===== src/rtl/fe_pcs_pkg.sv =====
package fe_pcs_pkg;

   localparam int GRP_W = 5;
   typedef logic [GRP_W-1:0] grp_t;

   localparam grp_t GRP_IDLE = 5'b11111;
   localparam grp_t GRP_J    = 5'b11000;
   localparam grp_t GRP_K    = 5'b10001;
   localparam grp_t GRP_T    = 5'b01101;
   localparam grp_t GRP_R    = 5'b00111;

   typedef enum logic [1:0] {
      FS_IDLE = 2'd0,
      FS_K    = 2'd1,
      FS_DATA = 2'd2,
      FS_R    = 2'd3
   } fstate_e;

   function automatic grp_t nib_to_grp(input logic [3:0] n);
      grp_t g;
      case (n)
         4'h0: g = 5'b11110;
         4'h1: g = 5'b01001;
         4'h2: g = 5'b10100;
         4'h3: g = 5'b10101;
         4'h4: g = 5'b01010;
         4'h5: g = 5'b01011;
         4'h6: g = 5'b01110;
         4'h7: g = 5'b01111;
         4'h8: g = 5'b10010;
         4'h9: g = 5'b10011;
         4'hA: g = 5'b10110;
         4'hB: g = 5'b10111;
         4'hC: g = 5'b11010;
         4'hD: g = 5'b11011;
         4'hE: g = 5'b11100;
         default: g = 5'b11101;
      endcase
      return g;
   endfunction

endpackage


===== src/rtl/fe_nib_map.sv =====
module fe_nib_map #(
   parameter int NW = 4,
   parameter int CW = 5
) (
   input  logic [NW-1:0] nib,
   input  logic          ext,
   output logic [CW-1:0] data_grp,
   output logic [CW-1:0] raw_grp
);
   import fe_pcs_pkg::*;

   if (NW != 4) begin : g_bad_nw
      $error("fe_nib_map: NW must be 4");
   end
   if (CW != NW + 1) begin : g_bad_cw
      $error("fe_nib_map: CW must be NW+1");
   end

   always_comb begin
      data_grp = nib_to_grp(nib);
      raw_grp  = {ext, nib};
   end

endmodule


===== src/rtl/fe_frame_ctl.sv =====
module fe_frame_ctl #(
   parameter int CW = 5
) (
   input  logic          clk,
   input  logic          rst,
   input  logic          tx_en,
   input  logic          sym_mode,
   input  logic [CW-1:0] data_grp,
   input  logic [CW-1:0] raw_grp,
   output logic [CW-1:0] grp,
   output logic          at_idle,
   output logic          in_data
);
   import fe_pcs_pkg::*;

   fstate_e st_q, st_d;

   always_comb begin
      st_d = st_q;
      grp  = GRP_IDLE;
      if (sym_mode) begin
         st_d = FS_IDLE;
         grp  = tx_en ? raw_grp : GRP_IDLE;
      end else begin
         case (st_q)
            FS_IDLE: begin
               if (tx_en) begin
                  grp  = GRP_J;
                  st_d = FS_K;
               end
            end
            FS_K: begin
               grp  = GRP_K;
               st_d = FS_DATA;
            end
            FS_DATA: begin
               if (tx_en) begin
                  grp = data_grp;
               end else begin
                  grp  = GRP_T;
                  st_d = FS_R;
               end
            end
            default: begin
               grp  = GRP_R;
               st_d = FS_IDLE;
            end
         endcase
      end
   end

   always_ff @(posedge clk) begin
      if (rst) st_q <= FS_IDLE;
      else     st_q <= st_d;
   end

   assign at_idle = (st_q == FS_IDLE);
   assign in_data = (st_q == FS_DATA);

   // Framing leaves the data phase only through T then R
   assert_data_exit_R4: assert property (@(posedge clk) disable iff (rst)
      (in_data && !tx_en && !sym_mode) |=> (st_q == FS_R));

endmodule


===== src/rtl/fe_scrambler.sv =====
module fe_scrambler #(
   parameter int          CW   = 5,
   parameter int          LW   = 11,
   parameter int          TAP  = 9,
   parameter logic [LW-1:0] SEED = '1
) (
   input  logic          clk,
   input  logic          rst,
   input  logic          bypass,
   input  logic [CW-1:0] din,
   output logic [CW-1:0] dout
);
   if (TAP >= LW || TAP < 1) begin : g_bad_tap
      $error("fe_scrambler: TAP must lie in 1..LW-1");
   end
   if (SEED == '0) begin : g_bad_seed
      $error("fe_scrambler: SEED must be non-zero");
   end
   if (CW > LW) begin : g_bad_cw
      $error("fe_scrambler: CW must not exceed LW");
   end

   logic [LW-1:0] lfsr_q;
   logic [LW-1:0] chain [CW+1];
   logic [CW-1:0] key;

   assign chain[0] = lfsr_q;

   for (genvar i = 0; i < CW; i++) begin : g_step
      logic fb;
      assign fb           = chain[i][LW-1] ^ chain[i][TAP-1];
      assign chain[i+1]   = {chain[i][LW-2:0], fb};
      assign key[CW-1-i]  = fb;
   end

   always_ff @(posedge clk) begin
      if (rst) lfsr_q <= SEED;
      else     lfsr_q <= chain[CW];
   end

   assign dout = bypass ? din : (din ^ key);

   // A non-zero seed keeps the register out of the all-zero lockup
   assert_lfsr_live_R6: assert property (@(posedge clk) disable iff (rst)
      lfsr_q != '0);

endmodule


===== src/rtl/fe_tx_coder.sv =====
module fe_tx_coder #(
   parameter int            NW   = 4,
   parameter int            CW   = 5,
   parameter int            LW   = 11,
   parameter int            TAP  = 9,
   parameter logic [10:0]   SEED = 11'h7FF
) (
   input  logic          clk,
   input  logic          rst,
   input  logic          tx_en,
   input  logic [NW-1:0] txd,
   input  logic          txd_x,
   input  logic          sym_mode,
   input  logic          scr_bypass,
   output logic [CW-1:0] code
);
   import fe_pcs_pkg::*;

   localparam logic [LW-1:0] SEED_W = LW'(SEED);

   if (CW != GRP_W) begin : g_bad_grp
      $error("fe_tx_coder: CW must match the code-group width");
   end

   logic [CW-1:0] data_grp, raw_grp, frm_grp, scr_grp;
   logic          at_idle, in_data;
   logic [CW-1:0] code_q;

   fe_nib_map #(.NW(NW), .CW(CW)) i_map (
      .nib      (txd),
      .ext      (txd_x),
      .data_grp (data_grp),
      .raw_grp  (raw_grp)
   );

   fe_frame_ctl #(.CW(CW)) i_frame (
      .clk      (clk),
      .rst      (rst),
      .tx_en    (tx_en),
      .sym_mode (sym_mode),
      .data_grp (data_grp),
      .raw_grp  (raw_grp),
      .grp      (frm_grp),
      .at_idle  (at_idle),
      .in_data  (in_data)
   );

   fe_scrambler #(.CW(CW), .LW(LW), .TAP(TAP), .SEED(SEED_W)) i_scr (
      .clk    (clk),
      .rst    (rst),
      .bypass (scr_bypass),
      .din    (frm_grp),
      .dout   (scr_grp)
   );

   always_ff @(posedge clk) begin
      if (rst) code_q <= GRP_IDLE;
      else     code_q <= scr_grp;
   end

   assign code = code_q;

   assert_reset_idle_R8: assert property (@(posedge clk)
      rst |=> (code == GRP_IDLE));

   assert_idle_fill_R1: assert property (@(posedge clk) disable iff (rst)
      (at_idle && !tx_en && scr_bypass) |=> (code == GRP_IDLE));

   assert_start_j_R2: assert property (@(posedge clk) disable iff (rst)
      (at_idle && tx_en && !sym_mode && scr_bypass) |=> (code == GRP_J));

   assert_end_t_R4: assert property (@(posedge clk) disable iff (rst)
      (in_data && !tx_en && !sym_mode && scr_bypass) |=> (code == GRP_T));

   assert_sym_pass_R5: assert property (@(posedge clk) disable iff (rst)
      (sym_mode && tx_en && scr_bypass) |=> (code == $past({txd_x, txd})));

endmodule


===== config.mk =====
export PLATFORM = sky130hd
export DESIGN_NAME = fe_tx_coder
export DESIGN_NICKNAME = d
export VERILOG_FILES = /design/src/rtl/fe_pcs_pkg.sv /design/src/rtl/fe_nib_map.sv /design/src/rtl/fe_frame_ctl.sv /design/src/rtl/fe_scrambler.sv /design/src/rtl/fe_tx_coder.sv
export SDC_FILE = /design/constraint.sdc
export NUM_CORES = 1
export LEC_CHECK = 0
export ABC_AREA = 0
export BUFFER_PORTS_ARGS = -buffer_cell sky130_fd_sc_hd__buf_2
export CAP_MARGIN = 20
export CORE_MARGIN = 2
export CORE_UTILIZATION = 35
export DETAILED_ROUTE_END_ITERATION = 6
export GPL_ROUTABILITY_DRIVEN = 0
export PLACE_DENSITY = 0.58
export SYNTH_ARGS = -nofsm -noshare
export SYNTH_HDL_FRONTEND = slang
export SYNTH_SLANG_ARGS = --single-unit

===== constraint.sdc =====
create_clock -name clk -period 2 [get_ports clk]
set_input_delay 0.4 -clock clk [delete_from_list [all_inputs] [get_ports clk]]
set_output_delay 0.4 -clock clk [all_outputs]
set_load 0.02 [all_outputs]

==> results of run 1 <==
-- stage by stage --
stage                     worst slack (ns)  util [%]  hold WS, ns  instance area [sq um]
final                               0.2844     40.35       0.4213                  999.7
after CTS                           0.2764     40.35       0.4244                  999.7
after detailed placement            0.3003     39.44       0.3958                  977.2
after floorplan                     0.5237         -       0.3895                  912.1
after global placement              0.2993     39.44       0.3956                  977.2
after global routing                0.1464     40.35       0.4363                  999.7
-- power by group --
group          switching (mW)  internal, mW
Sequential             0.0122         0.389
Clock                  0.0967        0.0697
Combinational          0.0808        0.0621
Total                   0.190         0.521
-- registers in the layout (all words and copies together), names as in the netlist --
name / flops
i_frame.st_q: 2
code: 5
i_scr.lfsr_q: 11
-- final cells by class --
cell class | instances | area (sq um)
tap | 30 | 37.54
inverter | 5 | 18.77
multi-input combinational | 73 | 490.5
sequential | 18 | 360.3
clock buffer | 3 | 22.52
timing repair buffer | 14 | 70.07
fill | 264 | 1478
-- per-layer routing --
| layer | wire [microns] | part of all wire [%] | up-vias |
|---|---|---|---|
| met4 | 18 | 1.1 | 0 |
| met2 | 775 | 45 | 12 |
| met3 | 54 | 3.2 | 2 |
| li1 | - | - | 375 |
| met1 | 861 | 50 | 331 |
| met5 | 0 | 0 | - |
-- final timing paths --
| kind | from | to | slack [ns] |
|---|---|---|---|
| setup / recovery | i_frame.st_q[0]$_SDFFE_PP0P_ | code[1]$_SDFF_PP1_ | 0.28 |
| hold / removal | i_scr.lfsr_q[0]$_SDFF_PP1_ | i_scr.lfsr_q[5]$_SDFF_PP1_ | 0.42 |
| setup reg to reg | i_frame.st_q[0]$_SDFFE_PP0P_ | code[1]$_SDFF_PP1_ | 0.28 |
| hold reg to reg | i_scr.lfsr_q[0]$_SDFF_PP1_ | i_scr.lfsr_q[5]$_SDFF_PP1_ | 0.42 |
-- cell usage after synthesis, types with 2 or more instances --
| master | number | share of area, % |
|---|---|---|
| clkbuf_8 | 2 | 3.0 |
| a211oi_1 | 2 | 1.6 |
| nor3_1 | 7 | 3.8 |
| xnor2_1 | 5 | 4.8 |
| nor2_1 | 10 | 4.1 |
| mux2i_1 | 3 | 3.3 |
| or2_2 | 6 | 4.1 |
| inv_1 | 5 | 2.1 |
| nand2_1 | 5 | 2.1 |
| a21oi_1 | 4 | 2.2 |
| o211a_1 | 2 | 2.2 |
| ha_1 | 4 | 5.5 |
| o21ai_0 | 5 | 2.7 |
| nand2b_1 | 2 | 1.4 |
| dfxtp_1 | 18 | 40 |
-- cells in the final DEF (no fill, tap or decap), types with 2 or more instances in the layout --
cell and count:
ha_1 4, mux2i_1 3, inv_1 5, o211a_1 2, xnor2_1 5, clkbuf_4 3, a21oi_1 4, a211oi_1 2
nand2_1 5, nand2b_1 2, nor3_1 7, buf_2 14, o21ai_0 5, or2_2 6, nor2_1 10, dfxtp_1 18
-- kinds of logic (layout without fill, tap and decap cells) --
| family | after synthesis | count (layout) | synth area share, % |
|---|---|---|---|
| simple gates | 39 | 39 | 23.46 |
| compound gates | 22 | 22 | 16.74 |
| flops | 18 | 18 | 39.51 |
| buf+inv | 9 | 22 | 6.722 |
| xor+xnor | 5 | 5 | 4.801 |
| fa+ha+maj | 4 | 4 | 5.487 |
| mux | 3 | 3 | 3.292 |
-- worst max-delay path, cell delays in order (launching register included) --
cell and delay (ns):
dfxtp_1 0.34, inv_1 0.10, ha_1 0.28, nor2b_2 0.20, a21oi_1 0.09, a222oi_1 0.44
mux2i_1 0.21
==> impl_metrics.tcl, run 1 <==
set metrics [dict create \
    wirelength_microns 1709 \
    grt_pass1_vias 638 \
    synth_nets 114 \
    max_slew_margin_pct 64.02 \
    clk_pin_slew_ns 0.09 \
    top_usage_layer "met2" \
    instances_no_fill 143 \
    dp_hpwl_microns 1293 \
    fin_nets 129 \
    hold_violations 0 \
    end_kind "flop" \
    rows 18 \
    grt_max_degree 15 \
    antenna_found_initial 0 \
    status "finished, final reports clean" \
    die_h_microns 55.05 \
    yosysWarnings 0 \
    ys_ff_latch 18 \
    io_pins 15 \
    numCtsBuffers 3 \
    required_ns 2.22 \
    htreeDepth 1 \
    coreArea_sq_um 2477 \
    overflow 0 \
    drc 0 \
    clkLatencyLatePin_ns 0.28 \
    fmax_ghz 0.5829 \
    ys_seq_area_share_pct 39.51 \
    antenna_left 0 \
    dieArea_sq_um 3031 \
    tns_ns 0 \
    drt_first_iter_violations 18 \
    ir_drop_uv 437.9 \
    syn_inst 100 \
    start_util_pct 36.82 \
    synth_cell_types 35 \
    use_met1_pct 16.56 \
    period_needed_ns 1.716 \
    dr.pass1.iters 4 \
    port_buffers 14 \
    grt_setup_unrepaired "false" \
    criticalPathCategory "reg -> reg" \
    postCtsSetupRepairBufs 0 \
    wl_per_cell_microns 11.95 \
    timing.final.crit_share_pct 85.78 \
    ctsHoldBuffers 0 \
    crit_path_start_kind "flop" \
    syn_area_sq_um 912.1 \
    chipWidth_microns 55.05 \
    vias 720 \
    use_met3_pct 1.613 \
    placedCellCount 140 \
    finalMaxSlewViolations 0 \
    syn_area_per_cell_sq_um 9.121 \
    cts_root_buffer "clkbuf_4" \
    r2r_cells 6 \
    arrival_ns 1.93 \
    drv_cap 0 \
    synthFlopType "dfxtp_1" \
    grt_pass1_wl_microns 2753 \
    async_flop_share_pct 0 \
    worst_pin_slew_ns 0.5329 \
    path_max_fanout 7 \
    finalClockSkew_ns 0.001177 \
    layout-area-overhead-vs-synth_pct 9.602 \
    cts_resized 0 \
    synth_edf_count 0 \
    diodes 0 \
    p_total_mw 0.7107 \
    leakagePower_nw 0.4161 \
    cts_tree "done" \
    clockBufferDepth 2 \
    hold_path_class "reg -> reg" \
    drive_above_1_share_pct 23.89 \
    cts.sinks 18 \
    power_density_nw_per_um2 710.9 \
    grtUsageMet2_pct 20.83 \
    vias_per_cell 5.035 \
    grtUsageTotal_pct 13.08 \
    whs_path_depth 1 \
    finalSetupViolCount 0 \
]
No activity file was read; power rests on OpenSTA's default activity.
==> inputs of run 2 (changes only) <==
Settings changed: ABC_CLOCK_PERIOD_IN_PS from default to 2000, BUFFER_PORTS_ARGS -buffer_cell sky130_fd_sc_hd__buf_2 to default, CELL_PAD_IN_SITES_DETAIL_PLACEMENT from default to 0, CELL_PAD_IN_SITES_GLOBAL_PLACEMENT from default to 1, DONT_BUFFER_PORTS from default to 1, PLACE_DENSITY 0.58 to 0.65.
==> run 2 against run 1 <==
Flip-flop and latch count unchanged. Via count shrank 2.8%. Fmax is 1.3% lower. Clock skew grew 0.0072 ns. Cell area is 5.6% lower. Largest cell class unchanged. Critical path depth stayed put. Worst hold slack worse by 0.25 ns. Sequential power increased by 3%. Register-to-register slack got worse by 0.02 ns. Die area unchanged.
==> impl_metrics.tcl, run 2 (synthesis gave the netlist of run 1 again) <==
set metrics [dict create \
    io_pins 15 \
    finalMaxSlewViolations 0 \
    layout_commonest_cell "dfxtp_1" \
    die_h_microns 55.05 \
    path_max_fanout 7 \
    drv_cap 0 \
    drt_first_iter_violations 19 \
    postPlaceCellArea_sq_um 907.1 \
    tns_ns 0 \
    cts_resized 0 \
    max_slew_margin_pct 62.32 \
    cts_root_buffer "clkbuf_4" \
    top_usage_layer "met2" \
    layout-area-overhead-vs-synth_pct 3.429 \
    finalClockSkew_ns 0.008350 \
    crit_path_start_kind "flop" \
    grt_pass1_vias 639 \
    chipWidth_microns 55.05 \
    clkLatencyLatePin_ns 0.29 \
    start_util_pct 36.82 \
    end_kind "flop" \
    largest_reg_flops 11 \
    port_buffers 0 \
    dieArea_sq_um 3031 \
    drc 0 \
    dr.pass1.iters 4 \
    wirelength_microns 1799 \
    use_met1_pct 14.40 \
    layout.cells.most_common_list "18 x dfxtp_1, 10 x nor2_1, 7 x nor3_1" \
    power_density_nw_per_um2 784.2 \
    grtUsageTotal_pct 12.74 \
    ctsHoldBuffers 0 \
    hold_path_class "in -> reg" \
    postLayoutSetupSlackWorst_ns 0.2610 \
    nFillCells 266 \
    required_ns 2.22 \
    vias_per_cell 5.385 \
    arrival_ns 1.96 \
    timing.final.crit_share_pct 86.95 \
    use_met3_pct 2.419 \
    hold_violations 0 \
    antenna_found_initial 0 \
    grt_setup_unrepaired "false" \
    place_ws_ns 0.2638 \
    overflow 0 \
    worst_pin_slew_ns 0.5582 \
    numCtsBuffers 3 \
    finalSetupViolCount 0 \
    antenna_left 0 \
    dp_hpwl_microns 1345 \
    clockBufferDepth 2 \
    htreeDepth 1 \
    diodes 0 \
    grt_pass1_wl_microns 2649 \
    cts.sinks 18 \
    fin_nets 115 \
    ir_drop_uv 428.3 \
    cts_tree "done" \
    design_area_sq_um 943.4 \
    postCtsSetupRepairBufs 0 \
    fin_util_pct 38.08 \
    clk_pin_slew_ns 0.10 \
    leakagePower_nw 0.3732 \
    rows 18 \
    criticalPathCategory "reg -> reg" \
    period_needed_ns 1.739 \
    vias 700 \
    wl_per_cell_microns 13.84 \
    top_register "i_scr.lfsr_q" \
    coreArea_sq_um 2477 \
    grtUsageMet2_pct 22.22 \
    status "finished, final reports clean" \
    grt_max_degree 15 \
    drive_above_1_share_pct 14.00 \
    fmax_ghz 0.5750 \
]
==> run 2: stage by stage <==
stage	power (mW)	hold slack, ns	std cells
floorplan	0.5170	0.3895	100
global placement	0.5219	0.3912	126
detailed placement	0.5227	0.3956	126
CTS	0.7475	0.1628	130
global route	0.7750	0.1554	130
finish	0.7398	0.1744	130
==> run 2: final cells by class <==
type	instances	area [sq um]	share of cell area, %
Clock buffer	4	36.28	3.846
Multi-Input combinational cell	73	490.5	51.99
Sequential cell	18	360.3	38.20
Tap cell	30	37.54	3.979
Inverter	5	18.77	1.989
==> run 2: path summary, 6_finish.rpt <==
kind / from / end / slack (ns) / depth (start not counted)
max: i_frame.st_q[0]$_SDFFE_PP0P_ / code[1]$_SDFF_PP1_ / 0.26 / 6
min: sym_mode / i_frame.st_q[0]$_SDFFE_PP0P_ / 0.17 / 1
max reg2reg: i_frame.st_q[0]$_SDFFE_PP0P_ / code[1]$_SDFF_PP1_ / 0.26 / 6
min reg2reg: i_scr.lfsr_q[3]$_SDFF_PP1_ / i_scr.lfsr_q[8]$_SDFF_PP1_ / 0.42 / 1
==> run 2: routing by layer <==
metal	vias to the layer above	part of all wire, %	routed length [microns]
met5	-	0	0
met4	0	0.78	14
met3	2	5.8	104
met2	16	45	816
met1	327	48	863
li1	355	-	-
==> run 2: power by group <==
part / total (mW) / switching [mW] / internal, mW
clock network: 0.227 / 0.116 / 0.111
registers: 0.415 / 0.0257 / 0.390
logic: 0.0979 / 0.0481 / 0.0498
total: 0.740 / 0.190 / 0.550
==> run 2: critical path, stage by stage (launching register included) <==
cell and delay [ns]:
dfxtp_1 0.34, inv_1 0.10, ha_1 0.27, nor2b_2 0.19
a21oi_1 0.09, a222oi_1 0.46, mux2i_1 0.23
==> inputs of run 3 (changes only) <==
Settings changed: RECOVER_POWER from default to 100.
==> run 3 against run 2 <==
Via count decreased by 1.9%. Wire length decreased by 0.61%. Critical path depth unchanged. Sequential share of layout area increased by 0.10 points. Register-to-register slack got worse by 0.02 ns. Clock power about the same. Combinational power decreased by 0.5%. First-iteration DRC count decreased by 21%. Worst hold slack about the same. Power about the same. Largest power group unchanged.
==> impl_metrics.tcl, run 3 (synthesis gave the netlist of run 1 again) <==
set metrics [dict create \
    status "finished, final reports clean" \
    arrival_ns 1.99 \
    layout_commonest_cell "dfxtp_1" \
    finalClockSkew_ns 0.008350 \
    vias 687 \
    finalMaxSlewViolations 0 \
    antenna_found_initial 0 \
    drv_cap 0 \
    htreeDepth 1 \
    postCtsSetupRepairBufs 0 \
    fmax_ghz 0.5679 \
    layout-area-overhead-vs-synth_pct 3.155 \
    grt_max_degree 15 \
    antenna_left 0 \
    path_max_fanout 7 \
    clk_pin_slew_ns 0.10 \
    p_int_mw 0.5498 \
    ctsHoldBuffers 0 \
    nFillCells 267 \
    grt_setup_unrepaired "false" \
    dieArea_sq_um 3031 \
    wl_per_cell_microns 13.75 \
    start_util_pct 36.82 \
    required_ns 2.22 \
    leakagePower_nw 0.3714 \
    dr.pass1.iters 4 \
    largest_reg_flops 11 \
    drt_first_iter_violations 15 \
    grt_pass1_vias 639 \
    period_needed_ns 1.761 \
    max_slew_margin_pct 62.32 \
    timing.final.crit_share_pct 88.04 \
    power_density_nw_per_um2 785.7 \
    cts_resized 0 \
    layout.cells.most_common_list "18 x dfxtp_1, 10 x nor2_1, 7 x nor3_1" \
    fin_nets 115 \
    cts.sinks 18 \
    wirelength_microns 1788 \
    tns_ns 0 \
    drive_above_1_share_pct 13.00 \
    grt_pass1_wl_microns 2649 \
    die_h_microns 55.05 \
    register_area_sq_um 360.3 \
    top_register "i_scr.lfsr_q" \
    finalSetupViolCount 0 \
    port_buffers 0 \
    postPlaceCellArea_sq_um 907.1 \
    cts_root_buffer "clkbuf_4" \
    clkPwrFrac_pct 30.7 \
    drc 0 \
    end_kind "flop" \
    diodes 0 \
    design_area_sq_um 940.9 \
    grtUsageTotal_pct 12.74 \
    top_usage_layer "met2" \
    clkLatencyLatePin_ns 0.29 \
    hold_violations 0 \
    io_pins 15 \
    dp_hpwl_microns 1345 \
    clockBufferDepth 2 \
    ir_drop_uv 428.3 \
    overflow 0 \
    worst_pin_slew_ns 0.5582 \
    numCtsBuffers 3 \
    use_met3_pct 2.419 \
    grtUsageMet2_pct 22.22 \
    p_seq_share_pct 56.2 \
    coreArea_sq_um 2477 \
    rows 18 \
    criticalPathCategory "reg -> reg" \
    cts_tree "done" \
    hold_path_class "in -> reg" \
    multi_input_area_sq_um 488.0 \
    vias_per_cell 5.285 \
    crit_path_start_kind "flop" \
    use_met1_pct 14.40 \
    p_sw_share_pct 25.62 \
    power_switching_mw 0.1894 \
    power_frac_comb_pct 13.2 \
    chipWidth_microns 55.05 \
]
run 3: changes by cell type in the layout (fill, tap and decap cells not counted):
cell,previous run,this run
nor2b_1,1,2
nor2b_2,1,0
run 3: worst paths after layout:
path / start / end / slack [ns] / depth (start not counted)
worst max-delay path: i_frame.st_q[0]$_SDFFE_PP0P_ / code[1]$_SDFF_PP1_ / 0.24 / 6
worst min-delay path: sym_mode / i_frame.st_q[0]$_SDFFE_PP0P_ / 0.17 / 1
worst max register to register: i_frame.st_q[0]$_SDFFE_PP0P_ / code[1]$_SDFF_PP1_ / 0.24 / 6
worst min register to register: i_scr.lfsr_q[3]$_SDFF_PP1_ / i_scr.lfsr_q[8]$_SDFF_PP1_ / 0.42 / 1
run 3: metrics by stage:
stage                     hold WS, ns  total power [mW]  std cells  setup slack [ns]  utilization (%)
final                          0.1744            0.7393        130            0.2392            37.98
after global routing           0.1554            0.7746        130           0.05449            37.98
after CTS                      0.1628            0.7475        130            0.2393            38.08
after detailed placement       0.3956            0.5227        126            0.2638            36.62
after global placement         0.3912            0.5219        126            0.2868            36.62
after floorplan                0.3895            0.5170        100            0.5237                -
run 3: worst max-delay path: stages, from the launching register on:
cell and delay, ns:
dfxtp_1 0.34, inv_1 0.10, ha_1 0.28, nor2b_1 0.20, a21oi_1 0.10, a222oi_1 0.45, mux2i_1 0.23
run 3: layout make-up:
class,instances,area share [%]
clock buffers,4,3.856
inverters,5,1.995
multi-input cells,73,51.86
flip-flops and latches,18,38.30
well taps,30,3.989
run 3: power by group through the flow:
stage	Sequential [mW]	Combinational [mW]	Clock [mW]
finish	0.415	0.0974	0.227
global route	0.419	0.111	0.245
CTS	0.416	0.0987	0.233
detailed placement	0.424	0.0983	0
global placement	0.424	0.0975	0
floorplan	0.421	0.0960	0
run 3: layer usage:
layer / vias up / share of wire [%] / routed length, microns
li1: 352 / - / -
met1: 318 / 48 / 853
met2: 15 / 45 / 811
met3: 2 / 6.0 / 108
met4: 0 / 0.78 / 14
met5: - / 0 / 0
